$ cat src/rtl/clkmul_pkg.sv
// Shared types for the clock multiplier switch controller.
// Assumes a single host write port with a one-bit register select.
package clkmul_pkg;
    typedef enum logic [1:0] {
        ST_RUN    = 2'd0,
        ST_SETTLE = 2'd1,
        ST_READY  = 2'd2
    } clkmul_state_e;

    localparam logic WSEL_SETUP = 1'b0;
    localparam logic WSEL_CMD   = 1'b1;
endpackage

$ cat src/rtl/clkmul_host_decode.sv
// Decodes one host write into setup and restart events.
// Assumes the write strobe is high for exactly one cycle per write.
module clkmul_host_decode
    import clkmul_pkg::*;
#(
    parameter int                DATA_W       = 8,
    parameter int                SEL_BIT      = 0,
    parameter logic [DATA_W-1:0] RESTART_CODE = 8'h18
) (
    input  logic              wr_en,
    input  logic              wr_sel,
    input  logic [DATA_W-1:0] wr_data,
    output logic              setup_wr,
    output logic              setup_val,
    output logic              restart_req
);
    // Split the write by target register and pick out the field that matters.
    always_comb begin
        setup_wr    = wr_en && (wr_sel == WSEL_SETUP);
        setup_val   = wr_data[SEL_BIT];
        restart_req = wr_en && (wr_sel == WSEL_CMD) && (wr_data == RESTART_CODE);
    end
endmodule

$ cat src/rtl/clkmul_settle_timer.sv
// Counts the settling wait after a clock change and saturates at the limit.
// Assumes clear takes priority over counting; done stays high until cleared.
module clkmul_settle_timer #(
    parameter int SETTLE_CYCLES = 200000
) (
    input  logic clk,
    input  logic rst_n,
    input  logic clear,
    input  logic enable,
    output logic done
);
    localparam int              CNT_W = $clog2(SETTLE_CYCLES + 1);
    localparam logic [CNT_W-1:0] LIMIT = CNT_W'(SETTLE_CYCLES);

    logic [CNT_W-1:0] cnt_q;

    // Count enabled cycles up to the limit, restarting from zero on clear.
    always_ff @(posedge clk) begin
        if (!rst_n || clear) begin
            cnt_q <= '0;
        end else if (enable && (cnt_q != LIMIT)) begin
            cnt_q <= cnt_q + 1'b1;
        end
    end

    // Signal that the full interval has passed.
    always_comb done = (cnt_q == LIMIT);
endmodule

$ cat src/rtl/clkmul_change_guard.sv
// Allows one change of the clock selection per reset and flags any further one.
// Assumes a write that repeats the current target is neither a change nor an error.
module clkmul_change_guard (
    input  logic clk,
    input  logic rst_n,
    input  logic setup_wr,
    input  logic setup_val,
    output logic accept,
    output logic target,
    output logic err
);
    logic used_q;
    logic differs;

    // Classify a setup write as a first change or a refused later one.
    always_comb begin
        differs = setup_wr && (setup_val != target);
        accept  = differs && !used_q;
    end

    // Record the target, the spent change and the sticky error.
    always_ff @(posedge clk) begin
        if (!rst_n) begin
            target <= 1'b0;
            used_q <= 1'b0;
            err    <= 1'b0;
        end else begin
            if (accept) begin
                target <= setup_val;
                used_q <= 1'b1;
            end
            if (differs && used_q) begin
                err <= 1'b1;
            end
        end
    end
endmodule

$ cat src/rtl/clkmul_switch_ctrl.sv
// Top of the clock multiplier switch controller: stops the core, powers the
// multiplier, waits out the settling time, swaps the clock while halted and
// resumes on the restart command. Assumes a synchronous active-low reset.
module clkmul_switch_ctrl
    import clkmul_pkg::*;
#(
    parameter int                DATA_W        = 8,
    parameter int                SEL_BIT       = 0,
    parameter logic [DATA_W-1:0] RESTART_CODE  = 8'h18,
    parameter int                SETTLE_CYCLES = 200000
) (
    input  logic              clk,
    input  logic              rst_n,
    input  logic              host_wr_en,
    input  logic              host_wr_sel,
    input  logic [DATA_W-1:0] host_wr_data,
    input  logic              pll_lock,
    output logic              pll_en,
    output logic              clk_sel,
    output logic              core_run,
    output logic              chg_err
);
    clkmul_state_e state_q;
    logic setup_wr, setup_val, restart_req;
    logic accept, target, settle_done;

    clkmul_host_decode #(
        .DATA_W      (DATA_W),
        .SEL_BIT     (SEL_BIT),
        .RESTART_CODE(RESTART_CODE)
    ) decode_i (
        .wr_en      (host_wr_en),
        .wr_sel     (host_wr_sel),
        .wr_data    (host_wr_data),
        .setup_wr   (setup_wr),
        .setup_val  (setup_val),
        .restart_req(restart_req)
    );

    clkmul_change_guard guard_i (
        .clk      (clk),
        .rst_n    (rst_n),
        .setup_wr (setup_wr),
        .setup_val(setup_val),
        .accept   (accept),
        .target   (target),
        .err      (chg_err)
    );

    clkmul_settle_timer #(
        .SETTLE_CYCLES(SETTLE_CYCLES)
    ) timer_i (
        .clk   (clk),
        .rst_n (rst_n),
        .clear (accept),
        .enable(state_q == ST_SETTLE),
        .done  (settle_done)
    );

    // Sequence halt, settle, clock swap and restart.
    always_ff @(posedge clk) begin
        if (!rst_n) begin
            state_q <= ST_RUN;
            pll_en  <= 1'b0;
            clk_sel <= 1'b0;
        end else begin
            unique case (state_q)
                ST_RUN: begin
                    if (accept) begin
                        state_q <= ST_SETTLE;
                        pll_en  <= setup_val;
                    end
                end
                ST_SETTLE: begin
                    if (settle_done && pll_lock) begin
                        state_q <= ST_READY;
                        clk_sel <= target;
                    end
                end
                ST_READY: begin
                    if (restart_req) begin
                        state_q <= ST_RUN;
                    end
                end
                default: state_q <= ST_RUN;
            endcase
        end
    end

    // The core runs only in the run state.
    always_comb core_run = (state_q == ST_RUN);
endmodule

$ cat config.mk
export PLATFORM = sky130hd
export DESIGN_NAME = clkmul_switch_ctrl
export DESIGN_NICKNAME = d
export VERILOG_FILES = /design/src/rtl/clkmul_pkg.sv /design/src/rtl/clkmul_host_decode.sv /design/src/rtl/clkmul_settle_timer.sv /design/src/rtl/clkmul_change_guard.sv /design/src/rtl/clkmul_switch_ctrl.sv
export SDC_FILE = /design/constraint.sdc
export NUM_CORES = 1
export LEC_CHECK = 0
export BUFFER_PORTS_ARGS = -buffer_cell sky130_fd_sc_hd__buf_2
export CORE_MARGIN = 5
export CORE_UTILIZATION = 50
export DETAILED_ROUTE_END_ITERATION = 6
export GPL_TIMING_DRIVEN = 0
export MAX_ROUTING_LAYER = met4
export PLACE_DENSITY = 0.71
export RECOVER_POWER = 50
export SLEW_MARGIN = 10
export SYNTH_ARGS = -nofsm -noshare
export SYNTH_HDL_FRONTEND = slang
export SYNTH_SLANG_ARGS = --single-unit
$ cat constraint.sdc
create_clock -name clk -period 2 [get_ports clk]
set_input_delay 0.1 -clock clk [delete_from_list [all_inputs] [get_ports clk]]
set_output_delay 0.1 -clock clk [all_outputs]
set_load 0.05 [all_outputs]
==> impl_metrics.json <==
{
  "cp_top_family": "simple AND/OR/NAND/NOR gates",
  "final_nets": 179,
  "fin_util": 0.5810,
  "synth-seq-cells": 25,
  "rows": 18,
  "power_density_nw_per_um2": 564.5,
  "drv_cap": 0,
  "clkTransAtPathRegs_ps": 140,
  "ir_drop_v": 0.0004506,
  "clock-sinks": 25,
  "cts_buffers": 3,
  "layout-area-overhead-vs-synth_pct": 12.65,
  "setup_violations": 0,
  "grt_pass1_vias": 1050,
  "crit_arrival_ps": 2160,
  "yosysWarnings": 0,
  "synth_largest_area_cell": "dfxtp_1",
  "rrSetupSlack_ps": 100,
  "p_leak_uw": 0.0004911,
  "crit_path_end_kind": "register",
  "cpPeakStageDelay_ps": 610,
  "start_kind": "register",
  "fp.dieH_um": 60.33,
  "cp.required_ps": 2260,
  "min_path_type": "in2reg",
  "outcome": "finished, final reports clean",
  "ys_seq_area_frac": 0.3953,
  "vias": 1087,
  "grt_pass1_wl_um": 4505,
  "initialDrtViolationCount": 60,
  "synthArstFlopShare": 0,
  "final.period_utilization": 0.9505,
  "r2r-end": "timer_i.cnt_q[17]",
  "cp_slowest_cell": "or4_4",
  "whs_ps": 55.72,
  "skew_ps": 3.493,
  "drive_gt1_frac": 0.1779,
  "critPathKind": "reg2reg",
  "final_antenna_net_count": 0,
  "start_util": 0.5158,
  "r2r-start": "timer_i.cnt_q[2]",
  "cts_max_level": 1,
  "drt_pass1_iterations": 4,
  "min_period_ps": 1901,
  "die_area_um2": 3639,
  "synth.most_common_cell": "dfxtp_1",
  "port_buffers": 16,
  "hold_path_depth": 3,
  "cp_num_buf_inv": 0,
  "synth_top_flop_cell": "dfxtp_1",
  "placedCellCount": 187,
  "crit_chain": "nand4_4, or4_4, or3_1, a21oi_1",
  "grt_usage": 0.1670,
  "place_hpwl_um": 1890,
  "fin_cells": 193,
  "maxSlewViolCount": 0,
  "syn_area_um2": 1266,
  "synthTopCellsByCount": "25 x dfxtp_1, 12 x nand2_1, 11 x nor2_1, 8 x a21oi_1",
  "tightestPinTransition_ps": 597.5,
  "synth_edf_count": 0,
  "ioPinCount": 17,
  "r2r_cells": 4,
  "synth_fp_nets": 156,
  "place_congestion": 0.8334,
  "synth_cell_types": 40,
  "coreArea_um2": 2455,
  "synth.avg_cell_area_um2": 8.980,
  "insertedDiodeCount": 0,
  "clk_latency_ps": 320,
  "grt_max_degree": 15,
  "endpoint": "timer_i.cnt_q[17]",
  "yosysTopAreaCellShare": 0.3953,
  "path_depth": 4,
  "clockRootBuffer": "clkbuf_4",
  "fmax_ghz": 0.5261,
  "synthCells": 141,
  "rsz0062_at_grt": "false",
  "drc_errors": 0,
  "wl_per_cell_um": 13.28,
  "cts_buffer_depth": 2,
  "cts_tree": "done",
  "cts_hold_buf": 0,
  "path_max_fanout": 10,
  "slew_headroom": 0.6034,
  "via_per_inst": 5.632,
  "hold_viol_final": 0,
  "antenna_found_initial": 0,
  "routed_wl_um": 2564,
  "overflow": 0,
  "crit_start": "timer_i.cnt_q[2]",
  "die_w_um": 60.33,
  "synth_area_leaders": "dfxtp_1 40%, xnor2_1 4.2%, nand2_1 3.6%"
}
==> stage by stage <==
stage | total power (µW) | setup WS, ps | cell area [µm²] | setup TNS (ps)
global placement | 587.8 | 20.93 | 1384 | 0
detailed placement | 589.9 | -16.93 | 1384 | -41.25
CTS | 810.6 | 71.94 | 1424 | 0
global route | 845.8 | 7.123 | 1426 | 0
finish | 805.3 | 99.04 | 1426 | 0
floorplan | 563.8 | 5.438 | 1266 | 0
==> flip-flops by register name (all words and copies together), names as in the netlist <==
signal,cells
timer_i.cnt_q,18
pll_en,1
guard_i.used_q,1
guard_i.err,1
clk_sel,1
state_q,2
guard_i.target,1
==> layout make-up <==
| type | count | area (µm²) |
|---|---|---|
| fillers | 222 | 1028 |
| repair buffers | 18 | 90.09 |
| clock inverters | 1 | 5.005 |
| plain buffers | 1 | 3.754 |
| flip-flops and latches | 25 | 500.5 |
| multi-input cells | 108 | 740.7 |
| well taps | 30 | 37.54 |
| inverters | 7 | 26.28 |
| clock buffers | 3 | 22.52 |
==> tightest hold or removal path: stages <==
cell and delay [ps]:
buf_2 110, nand4_1 60, a21boi_0 80
==> how the worst min path moves through the flow <==
| stage | from | endpoint | slack [ps] |
|---|---|---|---|
| floorplan | rst_n | guard_i.used_q | 220 |
| global placement | pll_lock | state_q[1] | 400 |
| detailed placement | pll_lock | state_q[1] | 410 |
| CTS | pll_lock | state_q[1] | 60 |
| global route | rst_n | guard_i.used_q | 60 |
| finish | pll_lock | state_q[1] | 60 |
==> metal layers <==
layer,track usage,up-vias,part of all wire
li1,-,561,-
met1,0.2182,503,0.50
met2,0.2562,18,0.45
met3,0.02592,5,0.032
met4,0.06646,0,0.015
met5,-,-,0
==> cell families after synthesis <==
group	after synthesis	synth area share
xor gates and xnor gates	9	0.06226
AOI/OAI and AO/OA	26	0.1314
and+or+nand+nor	67	0.3360
muxes	4	0.03162
DFF	25	0.3953
buffers and inverters	8	0.02372
adders and majority gates	2	0.01976
==> power by group <==
part	switching [µW]	internal, µW
registers	7.28	504
logic	40.2	27.8
clock network	151	74.9
==> timing repair <==
action	4_1_cts	5_1_grt
endpoints found under the setup margin	11	1
gates resized for setup	1	0
pin swaps	0	1
buffers inserted	1	1
==> layout by cell type, fill, tap and decap left out, types with 2 or more instances in the layout <==
| master | Yosys | routed |
|---|---|---|
| dfxtp_1 | 25 | 25 |
| nand2_1 | 12 | 12 |
| buf_2 | 0 | 12 |
| nor2_1 | 11 | 11 |
| a21oi_1 | 8 | 8 |
| inv_1 | 7 | 7 |
| o21ai_0 | 7 | 7 |
| xnor2_1 | 6 | 6 |
| or3_1 | 6 | 6 |
| nand4_1 | 6 | 6 |
| clkbuf_1 | 1 | 5 |
| nor2b_1 | 5 | 5 |
| nor3_1 | 4 | 4 |
| mux2i_1 | 4 | 4 |
| xor2_1 | 3 | 3 |
| or4b_2 | 3 | 3 |
| nand3_1 | 3 | 3 |
| clkbuf_4 | 0 | 3 |
| nor4_1 | 2 | 2 |
| o21a_1 | 2 | 2 |
| or4_4 | 2 | 2 |
| nand4b_1 | 2 | 2 |
| a21boi_0 | 2 | 2 |
| ha_1 | 2 | 2 |
| buf_4 | 0 | 2 |
Note: power is estimated with default switching activity, not from simulation.
